===== src/rtl/pwm_trip_pkg.sv =====
package pwm_trip_pkg;

    typedef enum logic {
        MODE_LATCH = 1'b0,
        MODE_AUTO  = 1'b1
    } restart_mode_t;

    typedef struct packed {
        logic a;
        logic b;
        logic c;
        logic d;
    } pin_set_t;

    // Raw drive goes to A and D, its complement to B and C; disabled means
    // every pin at level 0 before the per-pair inversion.
    function automatic pin_set_t drive_pins(input logic en, input logic lvl,
                                            input logic inv_ac, input logic inv_bd);
        pin_set_t p;
        logic     hi;
        logic     lo;
        hi  = en & lvl;
        lo  = en & ~lvl;
        p.a = hi ^ inv_ac;
        p.c = lo ^ inv_ac;
        p.b = lo ^ inv_bd;
        p.d = hi ^ inv_bd;
        return p;
    endfunction

endpackage


===== src/rtl/trip_sync.sv =====
module trip_sync #(
    parameter int N = 3
) (
    input  logic         clk,
    input  logic         rst,
    input  logic [N-1:0] async_in,
    output logic [N-1:0] sync_out
);
    logic [N-1:0] stage1;
    logic [N-1:0] stage2;

    for (genvar i = 0; i < N; i++) begin : g_src
        always_ff @(posedge clk) begin
            if (rst) begin
                stage1[i] <= 1'b0;
                stage2[i] <= 1'b0;
            end else begin
                stage1[i] <= async_in[i];
                stage2[i] <= stage1[i];
            end
        end
    end

    assign sync_out = stage2;
endmodule


===== src/rtl/pwm_timebase.sv =====
module pwm_timebase #(
    parameter int W = 8
) (
    input  logic         clk,
    input  logic         rst,
    input  logic [W-1:0] period,
    input  logic [W-1:0] duty,
    output logic [W-1:0] cnt,
    output logic         wrap,
    output logic         tick,
    output logic         lvl
);
    assign wrap = (cnt >= period);
    assign lvl  = (cnt < duty);

    always_ff @(posedge clk) begin
        if (rst) begin
            cnt  <= '0;
            tick <= 1'b0;
        end else begin
            cnt  <= wrap ? '0 : cnt + 1'b1;
            tick <= wrap;
        end
    end
endmodule


===== src/rtl/trip_state.sv =====
module trip_state
    import pwm_trip_pkg::*;
(
    input  logic clk,
    input  logic rst,
    input  logic cause,
    input  logic wr_en,
    input  logic wr_flag,
    input  logic wr_restart,
    input  logic wrap,
    output logic flag,
    output logic mode_auto,
    output logic out_en
);
    restart_mode_t mode_q;
    logic          run_q;
    logic          wr_ok;

    assign wr_ok     = wr_en & ~cause;
    assign mode_auto = (mode_q == MODE_AUTO);

    always_ff @(posedge clk) begin
        if (rst) begin
            mode_q <= MODE_LATCH;
        end else if (wr_ok) begin
            mode_q <= restart_mode_t'(wr_restart);
        end
    end

    always_ff @(posedge clk) begin
        if (rst) begin
            flag <= 1'b0;
        end else if (cause) begin
            flag <= 1'b1;
        end else if (wr_ok) begin
            flag <= wr_flag;
        end else if (mode_auto) begin
            flag <= 1'b0;
        end
    end

    // Output gate: dropped by any shutdown, re-armed only at a counter wrap.
    always_ff @(posedge clk) begin
        if (rst) begin
            run_q <= 1'b0;
        end else if (cause | flag) begin
            run_q <= 1'b0;
        end else if (wrap) begin
            run_q <= 1'b1;
        end
    end

    assign out_en = run_q & ~flag & ~cause;
endmodule


===== src/rtl/pwm_trip_guard.sv =====
module pwm_trip_guard
    import pwm_trip_pkg::*;
#(
    parameter int W     = 8,
    parameter int N_SRC = 3
) (
    input  logic             clk,
    input  logic             rst,
    input  logic [N_SRC-1:0] trip_in,
    input  logic             wr_en,
    input  logic             wr_flag,
    input  logic             wr_restart,
    input  logic [W-1:0]     period,
    input  logic [W-1:0]     duty,
    input  logic             pol_ac,
    input  logic             pol_bd,
    output logic             pwm_a,
    output logic             pwm_b,
    output logic             pwm_c,
    output logic             pwm_d,
    output logic             trip_flag,
    output logic             period_tick
);
    logic [N_SRC-1:0] src_sync;
    logic             cause_any;
    logic [W-1:0]     cnt;
    logic             wrap;
    logic             lvl;
    logic             out_en;
    logic             mode_auto;
    pin_set_t         pins;

    trip_sync #(.N(N_SRC)) u_sync (
        .clk      (clk),
        .rst      (rst),
        .async_in (trip_in),
        .sync_out (src_sync)
    );

    assign cause_any = |src_sync;

    pwm_timebase #(.W(W)) u_timebase (
        .clk    (clk),
        .rst    (rst),
        .period (period),
        .duty   (duty),
        .cnt    (cnt),
        .wrap   (wrap),
        .tick   (period_tick),
        .lvl    (lvl)
    );

    trip_state u_state (
        .clk        (clk),
        .rst        (rst),
        .cause      (cause_any),
        .wr_en      (wr_en),
        .wr_flag    (wr_flag),
        .wr_restart (wr_restart),
        .wrap       (wrap),
        .flag       (trip_flag),
        .mode_auto  (mode_auto),
        .out_en     (out_en)
    );

    assign pins  = drive_pins(out_en, lvl, pol_ac, pol_bd);
    assign pwm_a = pins.a;
    assign pwm_b = pins.b;
    assign pwm_c = pins.c;
    assign pwm_d = pins.d;
endmodule


===== config.mk =====
export PLATFORM = sky130hd
export DESIGN_NAME = pwm_trip_guard
export DESIGN_NICKNAME = d
export VERILOG_FILES = /design/src/rtl/pwm_trip_pkg.sv /design/src/rtl/trip_sync.sv /design/src/rtl/pwm_timebase.sv /design/src/rtl/trip_state.sv /design/src/rtl/pwm_trip_guard.sv
export SDC_FILE = /design/constraint.sdc
export NUM_CORES = 1
export LEC_CHECK = 0
export BUFFER_PORTS_ARGS = -buffer_cell sky130_fd_sc_hd__buf_2
export CAP_MARGIN = 10
export CORE_UTILIZATION = 50
export DETAILED_ROUTE_END_ITERATION = 10
export GPL_ROUTABILITY_DRIVEN = 1
export HOLD_SLACK_MARGIN = 0.05
export PLACE_DENSITY = 0.78
export SLEW_MARGIN = 30
export SYNTH_ARGS = -nofsm -noshare
export SYNTH_HDL_FRONTEND = slang
export SYNTH_SLANG_ARGS = --single-unit

===== constraint.sdc =====
create_clock -name clk -period 2 [get_ports clk]
set_input_delay 0.1 -clock clk [delete_from_list [all_inputs] [get_ports clk]]
set_output_delay 0.1 -clock clk [all_outputs]
set_load 0.05 [all_outputs]

# Yosys cells after proc, flatten, opt, wreduce, memory -nomap -nowiden
# Index checks and enable logic that the tools add are counted.
# W data, S select, Z words.
# word_totals
wordCells	34
out_inout_bits	6
inputBits	26
ff_bits	18
# classes
n_lt_le_gt_ge	2
bitwise	13
mux	3
addsub	1
reduce_logical	4
# op_table
cell	n
$add A8 B1 Y8 const B	1
$ge A8 B8 Y1	1
$lt A8 B8 Y1	1
$and A1 B1 Y1	5
$reduce_or A2 Y1	2
$xor A1 B1 Y1	4
$mux W1	3
$not A1 Y1	3
$reduce_bool A3 Y1	1
$reduce_or A3 Y1	1
$or A1 B1 Y1	1

# Longest topological paths before layout
# Gate-level depths: netlist (run 1).
# depth
word_depth	5
depth_mapped	7
ltp_nobuf	7

# Modules after synthesis
# Synthesis (run 1) repeated with hierarchy kept, for this count alone.
# unflattened
cells_unflattened	114
area_unflattened_um2	1048.5
# modules_own_cells
module	cells_per_inst	area_each_um2	n_inst
pwm_timebase	83	713.2	1
trip_sync	12	157.7	1
trip_state	12	116.4	1
pwm_trip_guard	7	61.3	1

# Worst setup path before layout (run 1)
# No wires, ideal clock.
# synth_timing
path_type	reg2out
from	reg u_timebase.cnt[2]
to	out pwm_b
path_stages_with_launch	6
slack_ps	-214
arrival_time_ps	2114
cell_sequence	dfxtp_1 ha_1 o21ai_0 a2111oi_2 o21ba_1 xor2_1
# synth_between
elab_chain_cells	4
# synth_lines
element	line_no	text
from (decl)	pwm_timebase.sv:8	output logic [W-1:0] cnt,
from (signal assigned)	pwm_timebase.sv:21	cnt <= wrap ? '0 : cnt + 1'b1;
$lt A8 B8 Y1	pwm_timebase.sv:14	assign lvl = (cnt < duty);
$not A1 Y1	pwm_trip_pkg.sv:23	lo = en & ~lvl;
$and A1 B1 Y1	pwm_trip_pkg.sv:23	
$xor A1 B1 Y1	pwm_trip_pkg.sv:26	p.b = lo ^ inv_bd;
to (decl)	pwm_trip_guard.sv:18	output logic pwm_b,
# Every way passes these cells.

# Worst setup path in the final report (run 1)
# layout_timing
from	reg u_timebase.cnt[7]
to	out pwm_c
# layout_between
elab_chain_cells	4
# layout_lines
element	line_no	text
$lt A8 B8 Y1	pwm_timebase.sv:14	
$not A1 Y1	pwm_trip_pkg.sv:23	
$and A1 B1 Y1	pwm_trip_pkg.sv:23	
$xor A1 B1 Y1	pwm_trip_pkg.sv:25	p.c = lo ^ inv_ac;
to (decl)	pwm_trip_guard.sv:19	output logic pwm_c,
# Every way passes these cells.

==> impl_results.md, run 1 <==
* Final net count at 209
* Worst setup SP type: flop
* Fin area at around 1500 um2
* I/O Pins at 32
* Initial Util at a little over half
* Post-synth top cells: dfxtp_1, inv_1, ha_1
* Leakage Power at between 0.0007 and 0.0008 uW
* Worst skew pair latency at 300 ps
* Synth Area in Adders at a little under a fifth
* CTS sink cnt at 18
* Post-Syn Area at 1050 um2
* Status: finished with violations
* Die height at 47.8 um
* Port bufs at 31
* Final setup violation count at 4
* RSZ-0062 raised after global routing: yes
* Wirelength per Cell at 13.8 um
* Distinct cells, synth at 25
* Final HPWL DP at 1680 um
* Final Non-Filler Cells at 193
* CP max FO at 3
* Worst min path class: in -> reg
* Initial antenna violation count at 0
* Syn nets at 161
* CTS max path bufs at 2
* Largest family of logic cells by synthesized area: adder cells
* Largest net degree at the start of global routing at 12
* Data required, critical path at 1900 ps
* Chip width at 47.8 um
* Crit path DAT at 1980 ps
* Synth Area in XOR/XNOR at around 8.4%
* Fin util at 78.3%
* Failing checks: negative setup slack
* Largest area contributor in the netlist: dfxtp_1
* Clock period minus worst slack at between 2000 and 2500 ps
* Share of layout cells above drive strength 1 at 40.4%
* Avg Cell Area, Syn at 8.81 um2
* H-tree levels at 1
* Fill count at 120
* CORE AREA at between 1500 and 2000 um2
* Vias in the first global route at 862
* DR iter-0 viols at 27
* Max IR drop VDD at approximately 0.43 mV
* Setup Total Neg Slack at -303 ps
* WL final at 2660 um
* Drt first pass iters at 4
* RD Place Congestion at about 0.79
* Number of synthesized flops with an enable pin at 0
* Gr usage total at 22.1%
* Register area share after synthesis at 34.4%
* First-pass GRT wire length at 3510 um
* Rows at 16
* Grt total ovfl at 0
* CTS tree: built
* Async S/R FF share, synth at 0%
* Critical path type: reg -> out
* Worst Skew at 0.994 ps
* Post-route DRC at 0
* Compound-Gate Fraction of Synth Area at 12.9%
* Synth-to-layout area growth at 46.5%
* Relative slew slack at 68.3%
* Synth Area in Simple Gates at 18.5%
* Pre-CTS WS at 93.0 ps
* # diodes at 0
* Vias at around 980
* CTS Buf Count at 3
* FMAX at 0.480 GHz
* DIE AREA at 2280 um2
* Slew Limit Fails at 0
* Dominant cells by area after synthesis: dfxtp_1, ha_1, xor2_1
* Power density cells at between 500 and 600 nW/um2
* Dpl cell area at 1270 um2
* Top_reg_cell synth: dfxtp_1
* #FFs+latches synth at 18
* Tightest Pin Transition at 471 ps
* Placed cell count at 181
* Synth warn at 0
* Max-cap violations at 0
* Vias/cell at 5.05
* Reg clk slew, reported paths at 100 ps
* Worst Setup Slack, final at -84.4 ps
* Clock Tree Root: clkbuf_4
* Mux contribution to synthesized area at 0%
* Final hold violations at 0
* Share of the synthesized area in the top cell type at 34.4%
* DRT antenna net count at 0
* Syn Inst Count at 119
* Critical path capture point type: output port
* Period Utilization, post-route at 104%
## path summary, 6_finish.rpt
kind,slack (ps),cells after the start,from,to
min,60,3,wr_restart,u_state.mode_auto
min reg2reg,450,1,u_sync.stage1[1],u_sync.sync_out[1]
max reg2reg,70,7,u_timebase.cnt[5],u_timebase.cnt[3]
max,-80,6,u_timebase.cnt[7],pwm_c
## registers in the layout, summed over array words and instances (netlist names)
name,cells
u_state.flag,1
u_state.mode_auto,1
u_state.run_q,1
u_sync.stage1,3
u_sync.sync_out,3
u_timebase.cnt,8
u_timebase.tick,1
## worst max-delay path: stages (launching register included)
cell and delay [ps]:
dfxtp_2 370, ha_4 290, nand2_4 60, o21ai_0 370, o21ba_4 240, xor2_1 150, buf_4 220
## per-stage QoR
| stage | hold slack (ps) | power [uW] |
|---|---|---|
| final | 63.4 | 810 |
| after CTS | 56.5 | 791 |
| after global routing | 67.8 | 850 |
| after floorplan | 228 | 482 |
| after detailed placement | 313 | 540 |
| after global placement | 309 | 533 |
## cell type report
cell class / instances / area (um2) / area share [%]
Inverter: 18 / 67.6 / 4.40
Timing Repair Buffer: 44 / 274 / 17.8
Clock buffer: 4 / 36.3 / 2.36
Multi-Input combinational cell: 82 / 749 / 48.8
Sequential cell: 18 / 375 / 24.4
Tap cell: 27 / 33.8 / 2.20
## power breakdown
group          switching (uW)  internal [uW]  total, uW
combinational             104           98.5        203
sequential               9.49            371        380
clock                     116            111        227
## placed cells by master, fill, tap and decap left out, types with 2 or more instances in the layout
cell type,Yosys,final
a2111oi_4,0,2
dfxtp_1,18,12
dfxtp_4,0,3
nand2b_1,3,2
ha_4,0,5
ha_1,16,11
inv_1,18,18
nor2_1,9,9
o21ai_0,3,2
a21oi_1,8,8
nor2b_1,6,6
dfxtp_2,0,3
nand3_1,6,6
xor2_1,9,8
a21o_1,3,3
buf_2,0,27
buf_4,0,13
dlygate4sd3_1,0,3
nand2_1,6,5
clkbuf_4,0,3
## timing repair
action / in CTS / in global routing
hold endpoints to repair: 3 / 0
pin swaps: 5 / 8
setup buffers: 2 / 3
hold buffers: 3 / 0
gates resized for setup: 16 / 16
endpoints found under the setup margin: 4 / 4
## metal layers
metal,vias to the layer above,global-route usage [%],part of all wire [%]
met5,-,0,0
met4,0,8.89,1.2
met3,4,5.28,3.6
met2,32,37.8,53
met1,445,26.6,42
li1,494,-,-
## kinds of logic after synthesis
| kind of cell | after synthesis |
|---|---|
| AO/OA/AOI/OAI | 19 |
| buffers and inverters | 19 |
| adder cells (fa/ha/maj) | 16 |
| XOR/XNOR | 10 |
| AND/OR/NAND/NOR | 37 |
| flip-flops | 18 |
No activity file was read; power rests on OpenSTA's default activity.
==> run 2: changes to the inputs <==
--- a/config.mk
+++ b/config.mk
@@ -11,6 +11,7 @@
 export DETAILED_ROUTE_END_ITERATION = 10
 export GPL_ROUTABILITY_DRIVEN = 1
 export HOLD_SLACK_MARGIN = 0.05
+export MAX_ROUTING_LAYER = met4
 export PLACE_DENSITY = 0.78
 export SLEW_MARGIN = 30
 export SYNTH_ARGS = -nofsm -noshare
==> run 2 against run 1 <==
  * The flow still finishes with violations (negative setup slack)
  * Fmax shrank 0.40%
  * Via count grew 0.82%
  * Register-to-register slack is essentially flat
  * Combinational power is essentially flat
  * Core utilization is the same
  * Die area is the same
  * Sequential power is essentially flat
  * Final cell count is the same
  * Setup slack lost 8.4 ps
  * First-iteration DRC count shrank 52%
  * Global-route usage grew 0.71 points
  * Non-clock buffer count is the same
==> impl_results.md, run 2 (synthesized netlist as in run 1, its figures left out) <==
* Port bufs at 31 (unchanged)
* Rows at 16 (unchanged)
* Fin util at 78.3% (unchanged)
* PnR Total Power at 810 uW (about the same)
* Vias at 983 (was 975)
* Drt first pass iters at 4 (unchanged)
* Share of layout cells above drive strength 1 at 40.4% (unchanged)
* CTS sink cnt at 18 (unchanged)
* Wirelength per Cell at 13.9 um (was 13.8 um)
* Clock Tree Root: clkbuf_4 (unchanged)
* Flop2flop setup slack at 60 ps (was 70 ps)
* WL final at 2690 um (was 2660 um)
* Initial Util at 53.4% (unchanged)
* Max reg flops at 8 (unchanged)
* Critical path capture point type: output port (unchanged)
* Register area at 375 um2 (unchanged)
* Multi-input logic area at 749 um2 (unchanged)
* I/O Pins at 32 (unchanged)
* Final HPWL DP at 1680 um (unchanged)
* Vias/cell at 5.09 (was 5.05)
* Slew Limit Fails at 0 (unchanged)
* H-tree levels at 1 (unchanged)
* Max IR drop VDD at 0.431 mV (was 0.433 mV)
* RD Place Congestion at 0.804 (was 0.792)
* Crit path DAT at 1990 ps (was 1980 ps)
* Final hold violations at 0 (unchanged)
* Grt total ovfl at 0 (unchanged)
* Most common cell after layout, fill and taps aside: buf_2 (unchanged)
* Worst Hold Launch: wr_restart (unchanged)
* Worst Skew at 2.00 ps (was 0.994 ps)
* Worst skew pair latency at 300 ps (about the same)
* Worst min path class: in -> reg (unchanged)
* FMAX at 0.478 GHz (was 0.480 GHz)
* CTS max path bufs at 2 (unchanged)
* Largest net degree at the start of global routing at 12 (unchanged)
* Clock period minus worst slack at 2090 ps (was 2080 ps)
* RSZ-0062 raised after global routing: yes (unchanged)
* CTS Buf Count at 3 (unchanged)
* Final net count at 209 (unchanged)
* DR iter-0 viols at 13 (was 27)
* CORE AREA at 1960 um2 (unchanged)
* CP max FO at 3 (unchanged)
* Reg2Reg Depth at 7 (unchanged)
* DRT antenna net count at 0 (unchanged)
* CP startpoint: u_timebase.cnt[7] (unchanged)
* Largest Register: u_timebase.cnt (unchanged)
* Die height at 47.8 um (unchanged)
* R2R Path End: u_timebase.cnt[3] (unchanged)
* Most frequent cells in the layout: buf_2, inv_1, buf_4 (unchanged)
* Failing checks: negative setup slack (unchanged)
* Status: finished with violations (unchanged)
* Leakage Power at 0.000776 uW (unchanged)
* Period Utilization, post-route at 105% (was 104%)
* Reg-to-reg startpoint: u_timebase.cnt[5] (unchanged)
* Power density cells at 527 nW/um2 (about the same)
* First-pass GRT wire length at 3500 um (was 3510 um)
* Critical path type: reg -> out (unchanged)
* Tightest Pin Transition at 466 ps (was 471 ps)
* Critical Path Sink: pwm_c (unchanged)
* # diodes at 0 (unchanged)
* DIE AREA at 2280 um2 (unchanged)
* Vias in the first global route at 866 (was 862)
* Synth-to-layout area growth at 46.5% (unchanged)
* Max-cap violations at 0 (unchanged)
* Initial antenna violation count at 0 (unchanged)
* Chip width at 47.8 um (unchanged)
* Relative slew slack at 68.6% (was 68.3%)
* Post-route DRC at 0 (unchanged)
* Fill count at 120 (unchanged)
* Worst Setup Slack, final at -92.8 ps (was -84.4 ps)
* Worst setup SP type: flop (unchanged)
* CTS tree: built (unchanged)
* Hold WS at 63.9 ps (was 63.4 ps)
* Gr usage total at 22.8% (was 22.1%)
* Final setup violation count at 4 (unchanged)
* Reg clk slew, reported paths at 100 ps (about the same)
* Data required, critical path at 1900 ps (about the same)
run 2: report_power, final:
part           switching [uW]  internal (uW)  leakage, uW
clock network             116            111    0.0000210
registers                9.69            371     0.000151
logic                     104           98.6     0.000604
total                     230            581     0.000776
run 2: cell type report:
cell class                      instances  share of cell area (%)
Clock buffer                            4                    2.36
Inverter                               18                    4.40
Sequential cell                        18                    24.4
Tap cell                               27                    2.20
Multi-Input combinational cell         82                    48.8
Timing Repair Buffer                   44                    17.8
run 2: how the worst min path moves through the flow:
stage / end / depth (start not counted)
final: u_state.mode_auto / 3
after global routing: u_state.mode_auto / 3
after global placement: u_sync.stage1[1] / 2
after detailed placement: u_sync.stage1[1] / 2
after CTS: u_state.mode_auto / 3
after floorplan: u_sync.stage1[0] / 1
run 2: timing repair:
item | 4_1_cts | 5_1_grt
endpoints found under the setup margin | 4 | 4
hold buffers | 3 | 0
setup buffers | 2 | 3
hold endpoints to repair | 3 | 0
gates resized for setup | 16 | 16
pin swaps | 5 | 8
run 2: worst max-delay path, cell delays in order, from the launching register on:
cell and delay [ps]:
dfxtp_2 370, ha_4 290, nand2_4 60, a2111oi_4 410, o21ba_4 210, xor2_1 150
buf_4 220
run 2: routing by layer:
metal	track usage, %	share of wire [%]	up-vias
li1	-	-	494
met1	26.6	43	455
met2	37.8	52	30
met3	5.28	3.0	4
met4	8.89	1.2	0
met5	-	0	-
run 2: per-stage QoR:
| step | instances | TNS (ps) | setup slack [ps] | cell area (um2) |
|---|---|---|---|---|
| detailed placement | 181 | 0 | 93.0 | 1270 |
| floorplan | 119 | -771 | -214 | 1050 |
| finish | 193 | -329 | -92.8 | 1540 |
| CTS | 190 | -357 | -155 | 1410 |
| global route | 193 | -871 | -246 | 1540 |
| global placement | 181 | 0 | 151 | 1270 |
==> run 3: changes to the inputs <==
--- a/config.mk
+++ b/config.mk
@@ -7,12 +7,14 @@
 export LEC_CHECK = 0
 export BUFFER_PORTS_ARGS = -buffer_cell sky130_fd_sc_hd__buf_2
 export CAP_MARGIN = 10
-export CORE_UTILIZATION = 50
+export CELL_PAD_IN_SITES_DETAIL_PLACEMENT = 2
+export CELL_PAD_IN_SITES_GLOBAL_PLACEMENT = 2
+export CORE_UTILIZATION = 29
 export DETAILED_ROUTE_END_ITERATION = 10
 export GPL_ROUTABILITY_DRIVEN = 1
 export HOLD_SLACK_MARGIN = 0.05
 export MAX_ROUTING_LAYER = met4
-export PLACE_DENSITY = 0.78
+export PLACE_DENSITY_LB_ADDON = 0.1
 export SLEW_MARGIN = 30
 export SYNTH_ARGS = -nofsm -noshare
 export SYNTH_HDL_FRONTEND = slang
==> run 3 against run 2 <==
  * The flow still finishes with violations (negative setup slack)
  * Final area is 0.49% higher
  * Hold slack got worse by 28 ps
  * Sequential cell count stayed put
  * Clock power up 4%
  * Sequential share of layout area down 0.44 points
  * Clock skew increased by 10 ps
  * Wire length grew 13%
  * Count of clock-buffer cells in the layout unchanged
  * Non-clock buffer count did not move
  * Critical endpoint is now pwm_d
  * Highest routed layer unchanged
==> impl_results.md, run 3 (synthesized netlist as in run 1, its figures left out) <==
* Max reg flops at 8 (unchanged)
* Port bufs at 31 (unchanged)
* RD Place Congestion at 0.747 (was 0.804)
* Worst Setup Slack, final at -70.1 ps (was -92.8 ps)
* Dpl cell area at 1300 um2 (was 1270 um2)
* CTS tree: built (unchanged)
* Worst Hold Launch: wr_restart (unchanged)
* CTS sink cnt at 18 (unchanged)
* First-pass GRT wire length at 4880 um (was 3500 um)
* # diodes at 0 (unchanged)
* Vias/cell at 4.67 (was 5.09)
* CP cell instances: ha_4, buf_4, a21oi_1, o21ai_1, nor3_2, xor2_1, buf_4 (was ha_4, nand2_4, a2111oi_4, o21ba_4, xor2_1, buf_4)
* Final hold violations at 0 (unchanged)
* Die height at 62.1 um (was 47.8 um)
* CTS Buf Count at 3 (unchanged)
* Chip width at 62.1 um (was 47.8 um)
* I/O Pins at 32 (unchanged)
* Grt total ovfl at 0 (unchanged)
* Wirelength per Cell at 14.3 um (was 13.9 um)
* Slew Limit Fails at 0 (unchanged)
* Pre-CTS WS at 15.2 ps (was 93.0 ps)
* Crit path DAT at 1970 ps (was 1990 ps)
* Initial antenna violation count at 0 (unchanged)
* Clock Tree Root: clkbuf_4 (unchanged)
* Clock period minus worst slack at 2070 ps (was 2090 ps)
* Vias at 989 (was 983)
* Synth-to-layout area growth at 47.3% (was 46.5%)
* Delay of the slowest cell on the worst path at 380 ps (was 410 ps)
* CORE AREA at 3390 um2 (was 1960 um2)
* Gr usage total at 16.6% (was 22.8%)
* Share of layout cells above drive strength 1 at 39.8% (was 40.4%)
* DR iter-0 viols at 15 (was 13)
* Failing checks: negative setup slack (unchanged)
* Final setup violation count at 4 (unchanged)
* Register area at 370 um2 (was 375 um2)
* Final Non-Filler Cells at 212 (was 193)
* Flop2flop setup slack at 60 ps (about the same)
* Final HPWL DP at 2180 um (was 1680 um)
* Hold EP: u_state.mode_auto (unchanged)
* Data required, critical path at 1900 ps (about the same)
* Relative slew slack at 72.1% (was 68.6%)
* Max IR drop VDD at 0.308 mV (was 0.431 mV)
* Worst Hold Depth at 3 (unchanged)
* Fill count at 380 (was 120)
* Status: finished with violations (unchanged)
* Worst min path class: in -> reg (unchanged)
* Drt first pass iters at 2 (was 4)
* Fin area at 1540 um2 (about the same)
* Period Utilization, post-route at 104% (was 105%)
* CTS max path bufs at 2 (unchanged)
* DRT antenna net count at 0 (unchanged)
* H-tree levels at 1 (unchanged)
* Slowest CP cell: dfxtp_4 (was a2111oi_4)
* Final net count at 209 (unchanged)
* Largest net degree at the start of global routing at 12 (unchanged)
* R2R Path End: u_timebase.cnt[6] (was u_timebase.cnt[3])
* Max-cap violations at 0 (unchanged)
* Post-route DRC at 0 (unchanged)
* Rows at 21 (was 16)
* Tightest Pin Transition at 416 ps (was 466 ps)
* Vias in the first global route at 1060 (was 866)
* CP max FO at 3 (unchanged)
* Reg2Reg Depth at 7 (unchanged)
* Worst skew pair latency at 310 ps (was 300 ps)
* Worst Skew at 12.1 ps (was 2.00 ps)
* Crit path top cell by count: buf_4
* FMAX at 0.483 GHz (was 0.478 GHz)
* WL final at 3040 um (was 2690 um)
* Multi-input logic area at 742 um2 (was 749 um2)
* Critical path capture point type: output port (unchanged)
* Placed cell count at 201 (was 181)
* DIE AREA at 3860 um2 (was 2280 um2)
* Critical path type: reg -> out (unchanged)
* Setup Total Neg Slack at -259 ps (was -329 ps)
* Largest Register: u_timebase.cnt (unchanged)
* Worst setup SP type: flop (unchanged)
* Most frequent cells in the layout: buf_2, inv_1, buf_4, dfxtp_1, ha_1 (was buf_2, inv_1, buf_4)
* Power density cells at 526 nW/um2 (was 527 nW/um2)
* Most common cell after layout, fill and taps aside: buf_2 (unchanged)
* Initial Util at 30.9% (was 53.4%)
* Leakage Power at 0.000768 uW (was 0.000776 uW)
* Reg-to-reg startpoint: u_timebase.cnt[5] (unchanged)
* Reg clk slew, reported paths at 120 ps (was 100 ps)
* RSZ-0062 raised after global routing: yes (unchanged)
run 3: critical path, delay by kind of cell (launching register included):
family                     cells  cell delay (ps)
DFF                            1              380
buffers and inverters          2              350
AOI/OAI and AO/OA              2              310
adders and majority gates      1              250
and+or+nand+nor                1              200
xor gates and xnor gates       1              180
run 3: power breakdown:
group          internal, uW  switching [uW]
clock network           111             124
registers               371            10.0
logic                  92.2             103
total                   575             238
run 3: repair_timing:
action | CTS | global route
resized for setup | 13 | 18
pin swaps | 5 | 10
hold buffers | 3 | 0
setup endpoints to repair | 4 | 13
hold endpoints to repair | 3 | 0
buffers inserted | 0 | 4
run 3: through the flow:
| stage | power, uW | hold WS [ps] | utilization, % |
|---|---|---|---|
| 2_1_floorplan | 482 | 228 | - |
| 4_1_cts | 808 | 91.3 | 42.0 |
| 3_3_place_gp | 537 | 305 | 38.4 |
| 5_1_grt | 860 | 26.4 | 45.6 |
| 3_5_place_dp | 549 | 318 | 38.4 |
| 6_report | 813 | 35.5 | 45.6 |
run 3: worst max-delay path by stage:
stage                           start     to  slack [ps]  cells past startpoint
floorplan           u_timebase.cnt[2]  pwm_b        -210                      5
detailed placement  u_timebase.cnt[3]  pwm_c          20                      6
CTS                 u_timebase.cnt[1]  pwm_d        -190                      6
global placement    u_timebase.cnt[3]  pwm_b         100                      6
finish              u_timebase.cnt[7]  pwm_d         -70                      7
global route        u_timebase.cnt[7]  pwm_d        -180                      7
run 3: layer usage:
| layer | vias up | track usage (%) | part of all wire, % | wire length, um |
|---|---|---|---|---|
| li1 | 489 | - | - | - |
| met1 | 469 | 18.3 | 40 | 1220 |
| met2 | 25 | 29.1 | 54 | 1640 |
| met3 | 6 | 4.78 | 3.6 | 108 |
| met4 | 0 | 4.36 | 2.1 | 65 |
| met5 | - | - | 0 | 0 |
run 3: cell type report:
class	instances	share of cell area [%]
clock buffer	4	2.35
inverter	18	4.38
multi-input combinational	82	48.1
sequential	18	24.0
tap	46	3.73
timing repair buffer	44	17.5
